<file path="config.mk">
export PLATFORM = sky130hd
export DESIGN_NAME = gpio_edge_ctrl
export DESIGN_NICKNAME = d
export VERILOG_FILES = /design/src/rtl/gpio_edge_pkg.sv /design/src/rtl/gpio_sync.sv /design/src/rtl/gpio_regfile.sv /design/src/rtl/gpio_edge_unit.sv /design/src/rtl/gpio_irq_map.sv /design/src/rtl/gpio_edge_ctrl.sv
export SDC_FILE = /design/constraint.sdc
export NUM_CORES = 1
export LEC_CHECK = 0
export BUFFER_PORTS_ARGS = -buffer_cell sky130_fd_sc_hd__buf_2
export CAP_MARGIN = 20
export CORE_AREA = 3 3 153 155
export DETAILED_ROUTE_END_ITERATION = 7
export DIE_AREA = 0 0 156 158
export PLACE_DENSITY = 0.77
export SLEW_MARGIN = 10
export SYNTH_ARGS = -nofsm -noshare
export SYNTH_HDL_FRONTEND = slang
export SYNTH_HIERARCHICAL = 1
export SYNTH_SLANG_ARGS = --single-unit
</file>
<file path="constraint.sdc">
create_clock -name clk_i -period 7.7 [get_ports clk_i]
set_input_delay 0.77 -clock clk_i [delete_from_list [all_inputs] [get_ports clk_i]]
set_output_delay 0.77 -clock clk_i [all_outputs]
set_load 0.02 [all_outputs]
</file>
<file path="src/rtl/gpio_edge_pkg.sv">
package gpio_edge_pkg;
  typedef enum logic [2:0] {
    REG_LEVEL = 3'd0,
    REG_DIR   = 3'd1,
    REG_SET   = 3'd2,
    REG_CLR   = 3'd3,
    REG_RISE  = 3'd4,
    REG_FALL  = 3'd5,
    REG_STAT  = 3'd6,
    REG_ALT   = 3'd7
  } reg_idx_e;
endpackage

</file>
<file path="src/rtl/gpio_sync.sv">
module gpio_sync #(
  parameter int W      = 28,
  parameter int STAGES = 2
) (
  input  logic         clk_i,
  input  logic         rst_n,
  input  logic [W-1:0] din,
  output logic [W-1:0] dout
);
  logic [W-1:0] st_q [STAGES];

  always_ff @(posedge clk_i or negedge rst_n) begin
    if (!rst_n) begin
      for (int i = 0; i < STAGES; i++) st_q[i] <= '0;
    end else begin
      st_q[0] <= din;
      for (int i = 1; i < STAGES; i++) st_q[i] <= st_q[i-1];
    end
  end

  assign dout = st_q[STAGES-1];
endmodule

</file>
<file path="src/rtl/gpio_regfile.sv">
module gpio_regfile
  import gpio_edge_pkg::*;
#(
  parameter int NPIN = 28
) (
  input  logic            clk_i,
  input  logic            rst_n,
  input  logic            wr_en,
  input  reg_idx_e        wr_idx,
  input  logic [NPIN-1:0] wd,
  output logic [NPIN-1:0] dir_q,
  output logic [NPIN-1:0] latch_q,
  output logic [NPIN-1:0] rise_q,
  output logic [NPIN-1:0] fall_q,
  output logic [NPIN-1:0] alt_q
);
  logic [NPIN-1:0] dir_d, latch_d, rise_d, fall_d, alt_d;

  always_comb begin
    dir_d   = dir_q;
    latch_d = latch_q;
    rise_d  = rise_q;
    fall_d  = fall_q;
    alt_d   = alt_q;
    if (wr_en) begin
      unique case (wr_idx)
        REG_DIR:  dir_d   = wd;
        REG_SET:  latch_d = latch_q | wd;
        REG_CLR:  latch_d = latch_q & ~wd;
        REG_RISE: rise_d  = wd;
        REG_FALL: fall_d  = wd;
        REG_ALT:  alt_d   = wd;
        default:  ;
      endcase
    end
  end

  always_ff @(posedge clk_i or negedge rst_n) begin
    if (!rst_n) begin
      dir_q   <= '0;
      latch_q <= '0;
      rise_q  <= '0;
      fall_q  <= '0;
      alt_q   <= '0;
    end else if (wr_en) begin
      dir_q   <= dir_d;
      latch_q <= latch_d;
      rise_q  <= rise_d;
      fall_q  <= fall_d;
      alt_q   <= alt_d;
    end
  end
endmodule

</file>
<file path="src/rtl/gpio_edge_unit.sv">
module gpio_edge_unit #(
  parameter int NPIN = 28
) (
  input  logic            clk_i,
  input  logic            rst_n,
  input  logic [NPIN-1:0] level,
  input  logic [NPIN-1:0] rise_en,
  input  logic [NPIN-1:0] fall_en,
  input  logic [NPIN-1:0] clr_mask,
  output logic [NPIN-1:0] stat_q
);
  logic [NPIN-1:0] prev_q;
  logic [NPIN-1:0] hit;
  logic [NPIN-1:0] stat_d;

  always_comb begin
    hit    = (level & ~prev_q & rise_en) | (~level & prev_q & fall_en);
    stat_d = (stat_q & ~clr_mask) | hit;
  end

  always_ff @(posedge clk_i or negedge rst_n) begin
    if (!rst_n) begin
      prev_q <= '0;
      stat_q <= '0;
    end else begin
      prev_q <= level;
      stat_q <= stat_d;
    end
  end
endmodule

</file>
<file path="src/rtl/gpio_irq_map.sv">
module gpio_irq_map #(
  parameter int NPIN = 28,
  parameter int NDED = 11
) (
  input  logic [NPIN-1:0] stat,
  output logic [NDED-1:0] irq_pin,
  output logic            irq_shared
);
  localparam int NSHR = NPIN - NDED;

  for (genvar g = 0; g < NDED; g++) begin : g_ded
    assign irq_pin[g] = stat[g];
  end

  if (NSHR > 0) begin : g_shr
    assign irq_shared = |stat[NPIN-1:NDED];
  end else begin : g_noshr
    assign irq_shared = 1'b0;
  end
endmodule

</file>
<file path="src/rtl/gpio_edge_ctrl.sv">
module gpio_edge_ctrl
  import gpio_edge_pkg::*;
#(
  parameter int NPIN   = 28,
  parameter int NDED   = 11,
  parameter int DW     = 32,
  parameter int AW     = 5,
  parameter int SYNC_N = 2
) (
  input  logic            clk_i,
  input  logic            rst_ni,
  input  logic            bus_sel_i,
  input  logic            bus_wr_i,
  input  logic [AW-1:0]   bus_addr_i,
  input  logic [DW-1:0]   bus_wdata_i,
  output logic [DW-1:0]   bus_rdata_o,
  input  logic [NPIN-1:0] pad_in_i,
  output logic [NPIN-1:0] pad_out_o,
  output logic [NPIN-1:0] pad_oe_o,
  output logic [NDED-1:0] irq_pin_o,
  output logic            irq_shared_o
);
  localparam int PAD_W = DW - NPIN;

  logic [1:0]      rst_q;
  logic            rst_n_int;
  reg_idx_e        idx;
  logic            wr_en;
  logic [NPIN-1:0] wd;
  logic [NPIN-1:0] level, dir_q, latch_q, rise_en, fall_en, alt_q;
  logic [NPIN-1:0] edge_stat, clr_mask;
  logic [NPIN-1:0] rd_val;
  logic            unused_bits;

  always_ff @(posedge clk_i or negedge rst_ni) begin
    if (!rst_ni) rst_q <= '0;
    else         rst_q <= {rst_q[0], 1'b1};
  end
  assign rst_n_int = rst_q[1];

  assign idx      = reg_idx_e'(bus_addr_i[4:2]);
  assign wr_en    = bus_sel_i & bus_wr_i;
  assign wd       = bus_wdata_i[NPIN-1:0];
  assign clr_mask = (wr_en && idx == REG_STAT) ? wd : '0;
  assign unused_bits = ^{bus_addr_i[1:0], bus_wdata_i[DW-1:NPIN]};

  gpio_sync #(.W(NPIN), .STAGES(SYNC_N)) u_sync (
    .clk_i (clk_i),
    .rst_n (rst_n_int),
    .din   (pad_in_i),
    .dout  (level)
  );

  gpio_regfile #(.NPIN(NPIN)) u_regs (
    .clk_i   (clk_i),
    .rst_n   (rst_n_int),
    .wr_en   (wr_en),
    .wr_idx  (idx),
    .wd      (wd),
    .dir_q   (dir_q),
    .latch_q (latch_q),
    .rise_q  (rise_en),
    .fall_q  (fall_en),
    .alt_q   (alt_q)
  );

  gpio_edge_unit #(.NPIN(NPIN)) u_edge (
    .clk_i    (clk_i),
    .rst_n    (rst_n_int),
    .level    (level),
    .rise_en  (rise_en),
    .fall_en  (fall_en),
    .clr_mask (clr_mask),
    .stat_q   (edge_stat)
  );

  gpio_irq_map #(.NPIN(NPIN), .NDED(NDED)) u_irq (
    .stat       (edge_stat),
    .irq_pin    (irq_pin_o),
    .irq_shared (irq_shared_o)
  );

  always_comb begin
    unique case (idx)
      REG_LEVEL: rd_val = level;
      REG_DIR:   rd_val = dir_q;
      REG_RISE:  rd_val = rise_en;
      REG_FALL:  rd_val = fall_en;
      REG_STAT:  rd_val = edge_stat;
      REG_ALT:   rd_val = alt_q;
      default:   rd_val = '0;
    endcase
  end

  assign bus_rdata_o = bus_sel_i ? {{PAD_W{1'b0}}, rd_val} : '0;
  assign pad_out_o   = latch_q;
  assign pad_oe_o    = dir_q;
endmodule

</file>
Word-level counts from Yosys, hierarchy flattened
Index checks and enable logic that the tools add are counted.

Output and inout port bits: 100. Word-level logic and storage cells: 44. Register bits after elaboration: 254. Input bits: 69.

Eq/ne operators: 7. Reductions and logical operators: 9. Bitwise logic cells: 14. Mux-type cells: 4.

Operator list (count): $and 28x28->28 (6); $pmux 28 s6 (1); $not 28->28 (4); $or 28x28->28 (3); $mux 28 (2); $pmux 28 s2 (1); $reduce_or 17->1 (1); $eq 3x3->1 const B (4); $reduce_and 2->1 (5); $eq 3x2->1 const B (2); $eq 3x1->1 const B (1); $logic_not 3->1 (1); $reduce_bool 2->1 (1); $and 1x1->1 (1); $logic_and 1x1->1 (1).

Longest topological paths before layout
Gate-level depths: netlist (run 1).

Word-level depth: 6. Gate-level depth with buffers: 7. Gate-level depth less buffers: 6.

Cells and area by module
Netlist (run 1), hierarchy kept.

By module, submodules not included: gpio_regfile (cells each 363, seq. area each 3503.4 um^2, area an instance 5758.0 um^2, instances 1); gpio_edge_unit (cells each 168, seq. area each 1401.3 um^2, area an instance 2242.2 um^2, instances 1); gpio_edge_ctrl (cells each 232, seq. area each 50.0 um^2, area an instance 1742.9 um^2, instances 1); gpio_sync (cells each 84, seq. area each 1401.3 um^2, area an instance 1611.5 um^2, instances 1); gpio_irq_map (cells each 17, seq. area each 0.0 um^2, area an instance 118.9 um^2, instances 1).

Worst setup path before layout (run 1)
Ideal clock, no wire load.

Kind: in2out. From: input bus_addr_i[2]. To: output bus_rdata_o[19]. Data required time: 6930 ps. Path slack: 4982 ps. Stages on the path: 5. Arrival: 1948 ps. Cell sequence: buf_4 buf_4 buf_2 a221oi_1 a211oi_1.

Longest elaborated chain between the ends: 3. Elaborated cells on any way between the ends: 8. Those cells by class: 5 x eq/ne; 2 x mux; 1 x reduce/logical.

Ends and longest elaborated chain: start, declared (line gpio_edge_ctrl.sv:14) `input logic [AW-1:0] bus_addr_i,`; $eq 3x3->1, or another cell as far along (line gpio_edge_ctrl.sv:84) `unique case (idx)`; $pmux 28 s6 * (line gpio_edge_ctrl.sv:84); $mux 28 * (line gpio_edge_ctrl.sv:95) `assign bus_rdata_o = bus_sel_i ? {{PAD_W{1'b0}}, rd_val} : '0;`; end, declared (line gpio_edge_ctrl.sv:16) `output logic [DW-1:0] bus_rdata_o,`.

Mark *: on every way between the ends. The rest lies on a longest branch, timed or not.

Worst setup path after layout (run 1)
From: input bus_addr_i[3]. To: output bus_rdata_o[3].

Same word-level chain as after synthesis.

==> impl_metrics.ini, run 1 <==
[outcome]
outcome = finished, final reports clean

[cts]
clock-sinks = 254
cts_setup_buffers = 0
clockRootBuffer = clkbuf_16
clk_pin_slew_ps = 60
cts_tree = yes
cts_buffer_depth = 3
clkLatencyLatePin_ps = 530
cts_buffers = 26
htree_levels = 1

[cells_and_area]
areaGrowthSynthToFinish_pct = 13.4
drive_gt1_share_pct = 37.9
nets = 1047
most-common-layout-cells = dfrtp_1, buf_2, mux2_2, mux2i_1, mux2_4
final_common_cell = dfrtp_1
antenna_cells = 0

[logic_synthesis]
synthesis.area_sq_um = 11500
ys_seq_area_share_pct = 55.4
ys_async_sr_fraction_pct = 100
ys_types = 38
synth-main-ff-cell = dfrtp_1
ys_ff_latch = 254
synth-edff-count = 0
yosys_warnings = 6
avgSynthCellArea_sq_um = 13.3
synthCells = 864

[drt]
wl_per_cell_um = 21.2
viasPerCell = 5.68
wl_mm = 27.1
route.vias.total = 7259
drt_iter0_markers = 499
drcViolationCount = 0
final_antenna_net_count = 0
firstDrtPassIters = 5

[power_and_ir_drop]
power_density_nw_per_um2 = 278
p_leak_uw = 0.00609
max-vdd-ir-drop_uv = 190

[die]
ios = 169
initial_core_util_pct = 52.3
fp.coreArea_sq_um = 22000
num_rows = 54
die_area_sq_um = 24600
die_y_um = 158
fp.dieW_um = 156

[sta]
finalSetupViolCount = 0
worst_pin_slew_ps = 924
fin_worst_skew_ps = 10.2
finalSetupTns_ps = 0
fin_crit_sh_pct = 52.4
rsz0062_at_grt = false
fin_crit_ps = 4040
max_freq_ghz = 0.248
relSlewSlack_pct = 38.3
hold_ws_ps = 260
setup_ws_ps = 3660
hold_violations = 0
slew_viol_final = 0

[critical_path]
cpPeakStageDelay_ps = 760
r2r_cells = 3
cpMaxStageDelayCell = and2_1
reg2reg_to = u_regs/rise_q[21]$_DFFE_PN0P_
criticalPathCategory = in2out
start_kind = input port
path_buf_inv = 4
path_cells = buf_2, buf_4, and2_1, buf_4, nand2_1, o22ai_1, buf_2
worst-endpoint-required_ps = 6930
r2r-start = rst_q[1]$_DFF_PN0_
r2r_setup_slack_ps = 5460
cp-end-kind = primary output
crit_path_max_fanout = 37
critPathArrivalTime_ps = 3270
path_delay_family = buffers and inverters

[global_routing]
overflow = 0
grt_max_degree = 83
antenna_found_initial = 1
grt_pass1_vias = 7473
globalRouteTotalUtil_pct = 22.2
grt_pass1_wl_mm = 43.1

[flow_run]
maxCapViolations = 0

[placement]
place_congestion = 0.792
io_buffers = 158
hpwl_mm = 16.6
dp_slack_ps = 3660

[min_path]
hold_class = reg2async
[metal layers]
layer | wire [um] | track usage, % | vias to the layer above
met3 | 1480 | 3.72 | 41
met2 | 12500 | 35.4 | 213
met1 | 12600 | 31.9 | 3733
li1 | - | - | 3270
met4 | 556 | 5.63 | 2
met5 | 13 | 0 | -
[worst max path at each step]
stage	to	depth (start not counted)	from	slack [ps]
final	bus_rdata_o[3]	7	bus_addr_i[3]	3660
after global routing	bus_rdata_o[3]	7	bus_addr_i[3]	3530
after CTS	bus_rdata_o[4]	7	bus_addr_i[3]	3680
after detailed placement	u_regs/fall_q[14]$_DFFE_PN0P_	5	bus_addr_i[2]	3660
after global placement	u_regs/fall_q[1]$_DFFE_PN0P_	5	bus_addr_i[2]	3670
after floorplan	u_edge/prev_q[0]$_DFF_PN0_	0	rst_q[1]$_DFF_PN0_	100
[final cells by class]
cell class / instances / area [sq um]
Fill cell: 1732 / 8950
Multi-Input combinational cell: 487 / 4380
Tap cell: 280 / 350
Clock buffer: 39 / 769
Inverter: 35 / 131
Sequential cell: 254 / 6360
Clock inverter: 9 / 81.3
Timing Repair Buffer: 174 / 938
[report_power, final]
part           leakage, uW  switching [uW]  internal [uW]
clock             0.000426             512            723
combinational      0.00271             357            313
sequential         0.00295             158           1550
[what timing repair did]
| action | in CTS | in global routing |
|---|---|---|
| hold buffers | 1 | 0 |
| gates resized for setup | 0 | 0 |
| endpoints found under the hold margin | 2 | 0 |
[metrics by stage]
| step | utilization [%] | area, sq um | std cells | total power (uW) |
|---|---|---|---|---|
| floorplan | - | 11500 | 867 | 2190 |
| global placement | 55.2 | 12100 | 1227 | 2380 |
| detailed placement | 55.2 | 12100 | 1227 | 2400 |
| CTS | 59.1 | 13000 | 1276 | 3650 |
| global route | 59.2 | 13000 | 1278 | 3790 |
| finish | 59.2 | 13000 | 1278 | 3620 |
[cell usage after synthesis (2+ instances only)]
master | number | area (sq um)
buf_4 | 50 | 375
buf_6 | 8 | 90.1
a22o_1 | 5 | 43.8
mux2i_1 | 56 | 561
inv_1 | 34 | 128
nor4_1 | 3 | 18.8
and4bb_1 | 2 | 25.0
mux4_2 | 7 | 158
conb_1 | 2 | 7.51
o22ai_1 | 6 | 37.5
mux2_4 | 40 | 601
nand2_1 | 37 | 139
clkbuf_1 | 10 | 37.5
buf_2 | 22 | 110
nand4b_1 | 29 | 254
nand2b_1 | 28 | 175
a211oi_1 | 7 | 52.6
and2_1 | 30 | 188
a21oi_1 | 30 | 150
nand3b_1 | 33 | 248
o21ai_0 | 7 | 35.0
mux2_2 | 79 | 890
a22oi_1 | 14 | 105
o211ai_2 | 28 | 350
a221oi_1 | 7 | 61.3
dfrtp_1 | 254 | 6360
a211o_1 | 9 | 78.8
nor2_1 | 9 | 33.8
a2bb2oi_1 | 9 | 78.8
[cells by family (layout without fill, tap and decap cells)]
family | Yosys count | count (layout) | synth area share [%]
AOI/OAI and AO/OA | 122 | 122 | 8.66
buffers and inverters | 126 | 257 | 6.62
DFF | 254 | 254 | 55.4
muxes | 182 | 182 | 19.2
other | 2 | 5 | 0.0655
and+or+nand+nor | 178 | 178 | 10.0
Note: power is estimated with default switching activity, not from simulation.
==> run 2, diff against run 1 <==
Clock period 7.7 ns to 3.2 ns, I/O delays scaled along.
==> impl_metrics.ini, run 2 (synthesis results as in run 1) <==
[cells_and_area]
antenna_cells = 0
nets = 1092
fillers = 1715
instances_no_fill = 1324
most-common-layout-cells = dfrtp_1, buf_2, mux2_2, mux2i_1, mux2_4
areaGrowthSynthToFinish_pct = 17.4
final_common_cell = dfrtp_1
fin_util_pct = 61.3
drive_gt1_share_pct = 37.7

[placement]
placed_cells = 1245
io_buffers = 158
dp_slack_ps = 637
place_congestion = 0.789
hpwl_mm = 17.9

[cts]
clockRootBuffer = clkbuf_16
clk_pin_slew_ps = 60
clkLatencyLatePin_ps = 530
cts_tree = yes
cts_resized = 0
clock-sinks = 254
cts_buffer_depth = 3
htree_levels = 1
cts_buffers = 27

[global_routing]
grt_pass1_wl_mm = 43.3
globalRouteTotalUtil_pct = 22.3
antenna_found_initial = 0
grt_max_degree = 48
overflow = 0
grt_pass1_vias = 7557

[critical_path]
reg2reg_to = u_regs/fall_q[10]$_DFFE_PN0P_
r2r_cells = 1
r2r_setup_slack_ps = 2080
cpPeakStageDelay_ps = 610
worst-endpoint-required_ps = 2880
start_kind = flop
r2r-start = rst_q[1]$_DFF_PN0_
critPathArrivalTime_ps = 2490
path_cells = nor4_1, nand4_1, or4_1, buf_2
path_buf_inv = 1
path_delay_family = simple AND/OR/NAND/NOR gates
criticalPathCategory = reg2out
cp-end-kind = primary output
crit_path_max_fanout = 3
cpMaxStageDelayCell = nor4_1

[sta]
fin_crit_sh_pct = 87.8
max_freq_ghz = 0.356
fin_worst_skew_ps = 13.8
setup_ws_ps = 390
rsz0062_at_grt = false
finalSetupViolCount = 0
fin_crit_ps = 2810
hold_violations = 0
relSlewSlack_pct = 54.1
finalSetupTns_ps = 0
worst_pin_slew_ps = 688
slew_viol_final = 0

[drt]
firstDrtPassIters = 5
wl_per_cell_um = 21.1
drt_iter0_markers = 409
wl_mm = 27.9
route.vias.total = 7502
drcViolationCount = 0
final_antenna_net_count = 0
viasPerCell = 5.67

[die]
num_rows = 54
initial_core_util_pct = 52.3
ios = 169
die_area_sq_um = 24600
fp.dieW_um = 156
die_y_um = 158
fp.coreArea_sq_um = 22000

[power_and_ir_drop]
max-vdd-ir-drop_uv = 490
power_frac_seq_pct = 46.7
p_total_uw = 8830
internal_power_uw = 6330
switching_share_pct = 28.3
p_leak_uw = 0.00630
p_sw_uw = 2490
power_density_nw_per_um2 = 655
clkPwrFrac_pct = 34.5
power_frac_comb_pct = 18.7

[min_path]
hold_class = in2async

[outcome]
outcome = finished, final reports clean

[flow_run]
maxCapViolations = 0
-- run 2: cell types whose count changed in the layout (fill, tap and decap cells not counted), moves of 2 or more --
cell,delta
dlygate4sd3_1,+28
clkbuf_1,+2
buf_4,+13
buf_12,+4
clkbuf_8,-3
-- run 2: timing repair --
action                                 in CTS  in global routing
hold buffers                               29                  0
setup buffers                               0                  0
endpoints found under the hold margin      30                  0
-- run 2: layout make-up --
class / instances / area [sq um] / area share [%]
tap: 280 / 350 / 2.60
clock inverter: 11 / 109 / 0.808
timing repair buffer: 218 / 1380 / 10.3
sequential: 254 / 6360 / 47.2
clock buffer: 39 / 761 / 5.65
inverter: 35 / 131 / 0.975
multi-input combinational: 487 / 4380 / 32.5
-- run 2: layer usage --
layer,track usage (%),vias to the layer above,part of all wire [%]
met5,0,-,0
met1,32.1,3843,45
met3,3.47,48,6.6
met2,36.0,257,47
li1,-,3354,-
met4,5.26,0,2.2
-- run 2: power by group through the flow --
| stage | Sequential, uW | Combinational, uW | Clock, uW |
|---|---|---|---|
| 5_1_grt | 4190 | 1790 | 3260 |
| 6_report | 4130 | 1650 | 3050 |
| 4_1_cts | 4120 | 1670 | 3120 |
| 3_5_place_dp | 4170 | 1630 | 0 |
| 2_1_floorplan | 4300 | 980 | 0 |
| 3_3_place_gp | 4150 | 1590 | 0 |
-- run 2: through the flow --
step	hold WS, ps	cell area, sq um
after floorplan	24.4	11500
after global placement	105	12300
after detailed placement	106	12300
after CTS	67.2	13500
after global routing	85.9	13500
final	89.5	13500
-- run 2: worst max path at each step --
stage | startpoint | end | slack (ps) | depth (start not counted)
floorplan | rst_q[1]$_DFF_PN0_ | u_edge/prev_q[0]$_DFF_PN0_ | 650 | 0
global placement | bus_addr_i[4] | bus_rdata_o[14] | 630 | 6
detailed placement | bus_addr_i[4] | bus_rdata_o[14] | 640 | 6
CTS | u_edge/stat_q[12]$_DFF_PN0_ | irq_shared_o | 320 | 4
global route | u_edge/stat_q[12]$_DFF_PN0_ | irq_shared_o | 270 | 4
finish | u_edge/stat_q[12]$_DFF_PN0_ | irq_shared_o | 390 | 4
==> run 3, diff against run 2 <==
Settings changed: ABC_AREA set to 1, CORE_AREA 3 3 153 155 to 3 3 157 159, DIE_AREA 0 0 156 158 to 0 0 160 162, SKIP_CTS_REPAIR_TIMING set to 1.
==> impl_metrics.ini, run 3 <==
[logic_synthesis]
yosys.area_share.adder_pct = 0
synthCells = 1483
ys_async_sr_fraction_pct = 100
synth_xor_xnor_area_share_pct = 0
avgSynthCellArea_sq_um = 8.20
synthSimpleGateAreaFrac_pct = 33.0
ys_seq_area_share_pct = 52.3
synth.largest_area_cell = dfrtp_1
synth_top_family_by_area = simple AND/OR/NAND/NOR gates
synth_compound_area_share_pct = 2.30
ys_ff_latch = 254
yosys-top-cells-count = nand2_1, dfrtp_1, nand3_1
synth-edff-count = 0
synthesis.area_sq_um = 12200
synth_most_common_cell = nand2_1
ys_types = 26
synth_top_cell_area_share_pct = 52.3
synth-main-ff-cell = dfrtp_1
muxShareOfSynthArea_pct = 0
yosys-top-cells-area = dfrtp_1, nand2_1, nand3_1, nand4_1, inv_1
yosys_warnings = 6

[cells_and_area]
drive_gt1_share_pct = 15.3
final_common_cell = nand2_1
fin_area_sq_um = 13900
nets = 1656
areaGrowthSynthToFinish_pct = 14.7
antenna_cells = 0
most-common-layout-cells = nand2_1, dfrtp_1, nand3_1, buf_2, inv_1

[die]
fp.coreArea_sq_um = 23400
num_rows = 56
fp.dieW_um = 160
die_area_sq_um = 25900
die_y_um = 162
initial_core_util_pct = 52.0
ios = 169

[placement]
place_congestion = 0.841
hpwl_mm = 21.0
io_buffers = 158
dpl_cell_area_sq_um = 12800

[sta]
rsz0062_at_grt = false
relSlewSlack_pct = 31.7
fin_worst_skew_ps = 15.2
fin_crit_ps = 2710
slew_viol_final = 0
fin_crit_sh_pct = 84.7
finalSetupViolCount = 0
finalSetupTns_ps = 0
hold_ws_ps = 91.5
hold_violations = 0
max_freq_ghz = 0.369
worst_pin_slew_ps = 1020

[power_and_ir_drop]
max-vdd-ir-drop_uv = 393
switching_share_pct = 30.1
clkPwrFrac_pct = 36.0
internal_power_uw = 6080
power_frac_seq_pct = 46.7
power_frac_comb_pct = 17.3
p_leak_uw = 0.00727
power_density_nw_per_um2 = 624
p_sw_uw = 2620

[critical_path]
r2r-start = rst_q[1]$_DFF_PN0_
criticalPathCategory = in2out
crit_path_max_fanout = 38
startpoint = bus_addr_i[4]
cp-end-kind = primary output
start_kind = input port
worst-endpoint-required_ps = 2880
critPathArrivalTime_ps = 2390

[global_routing]
antenna_found_initial = 0
overflow = 0
grt_max_degree = 63
grt_pass1_wl_mm = 56.1
globalRouteTotalUtil_pct = 26.7
grt_pass1_vias = 10400

[cts]
clk_pin_slew_ps = 60
clkLatencyLatePin_ps = 530
cts_tree = yes
htree_levels = 1
clockRootBuffer = clkbuf_16
clock-sinks = 254
cts_buffer_depth = 3
cts_buffers = 26

[outcome]
outcome = finished, final reports clean

[flow_run]
maxCapViolations = 0

[drt]
drcViolationCount = 0
drt_iter0_markers = 1162
wl_mm = 35.5
viasPerCell = 5.62
final_antenna_net_count = 0
wl_per_cell_um = 18.4
route.vias.total = 10800
firstDrtPassIters = 6

[min_path]
hold_class = in2reg
hp-start = bus_wdata_i[14]
## run 3: changes by cell type after synthesis, sizes merged, moves of 29 or more
cell | previous run | this run
nor2 | 10 | 97
nand2 | 37 | 391
nand4b | 29 | 0
buf | 81 | 113
nand3 | 1 | 228
and2 | 30 | 0
inv | 34 | 159
mux2i | 56 | 0
nand3b | 33 | 0
mux2 | 119 | 0
nand4 | 2 | 152
## run 3: per-stage QoR
step	util [%]	total power, uW	worst slack [ps]	std cells
2_1_floorplan	-	5040	649	1486
3_3_place_gp	54.6	5510	601	1849
3_5_place_dp	54.6	5560	587	1849
4_1_cts	58.3	8700	592	1895
5_1_grt	59.6	9100	435	1924
6_report	59.6	8700	488	1924
## run 3: layout make-up
class,count,area [sq um]
sequential,254,6360
tap,319,399
clock inverter,9,120
inverter,159,597
multi-input combinational,931,4330
timing repair buffer,215,1370
clock buffer,37,763
fill,2049,9460
## run 3: critical path: stages
cell     delay, ps
buf_4          250
inv_2          520
nand3_2        510
nor2_1         210
nor2_1          60
a21oi_1        250
buf_2          220
## run 3: cells by family (layout without fill, tap and decap cells)
kind of cell / Yosys count / in the layout
buffers and inverters: 301 / 420
and+or+nand+nor: 870 / 870
AOI/OAI and AO/OA: 56 / 56
other: 2 / 5
DFF: 254 / 254
## run 3: layer usage
metal	up-vias	track usage [%]	wire length, um
met3	68	5.23	3790
met2	591	43.0	16500
met1	5155	37.1	14400
li1	4997	-	-
met5	-	0	0
met4	0	7.93	784
## run 3: power by group through the flow
| stage | registers [uW] | clock network (uW) | logic [uW] |
|---|---|---|---|
| 6_report | 4060 | 3140 | 1500 |
| 5_1_grt | 4120 | 3320 | 1660 |
| 4_1_cts | 4050 | 3170 | 1470 |
| 3_5_place_dp | 4100 | 0 | 1460 |
| 3_3_place_gp | 4090 | 0 | 1420 |
| 2_1_floorplan | 4230 | 0 | 816 |
## run 3: worst paths after layout
path / cells after the start / endpoint / slack, ps
hold reg to reg: 0 / u_sync/dout[10]$_DFF_PN0_ / 340
setup / recovery: 7 / bus_rdata_o[23] / 490
max in group asynchronous: 1 / asynchronous set/reset pin / 1880
min in group asynchronous: 2 / rst_q[1]$_DFF_PN0_ / 100
hold / removal: 3 / u_regs/alt_q[14]$_DFFE_PN0P_ / 90
setup reg to reg: 1 / asynchronous set/reset pin / 1880
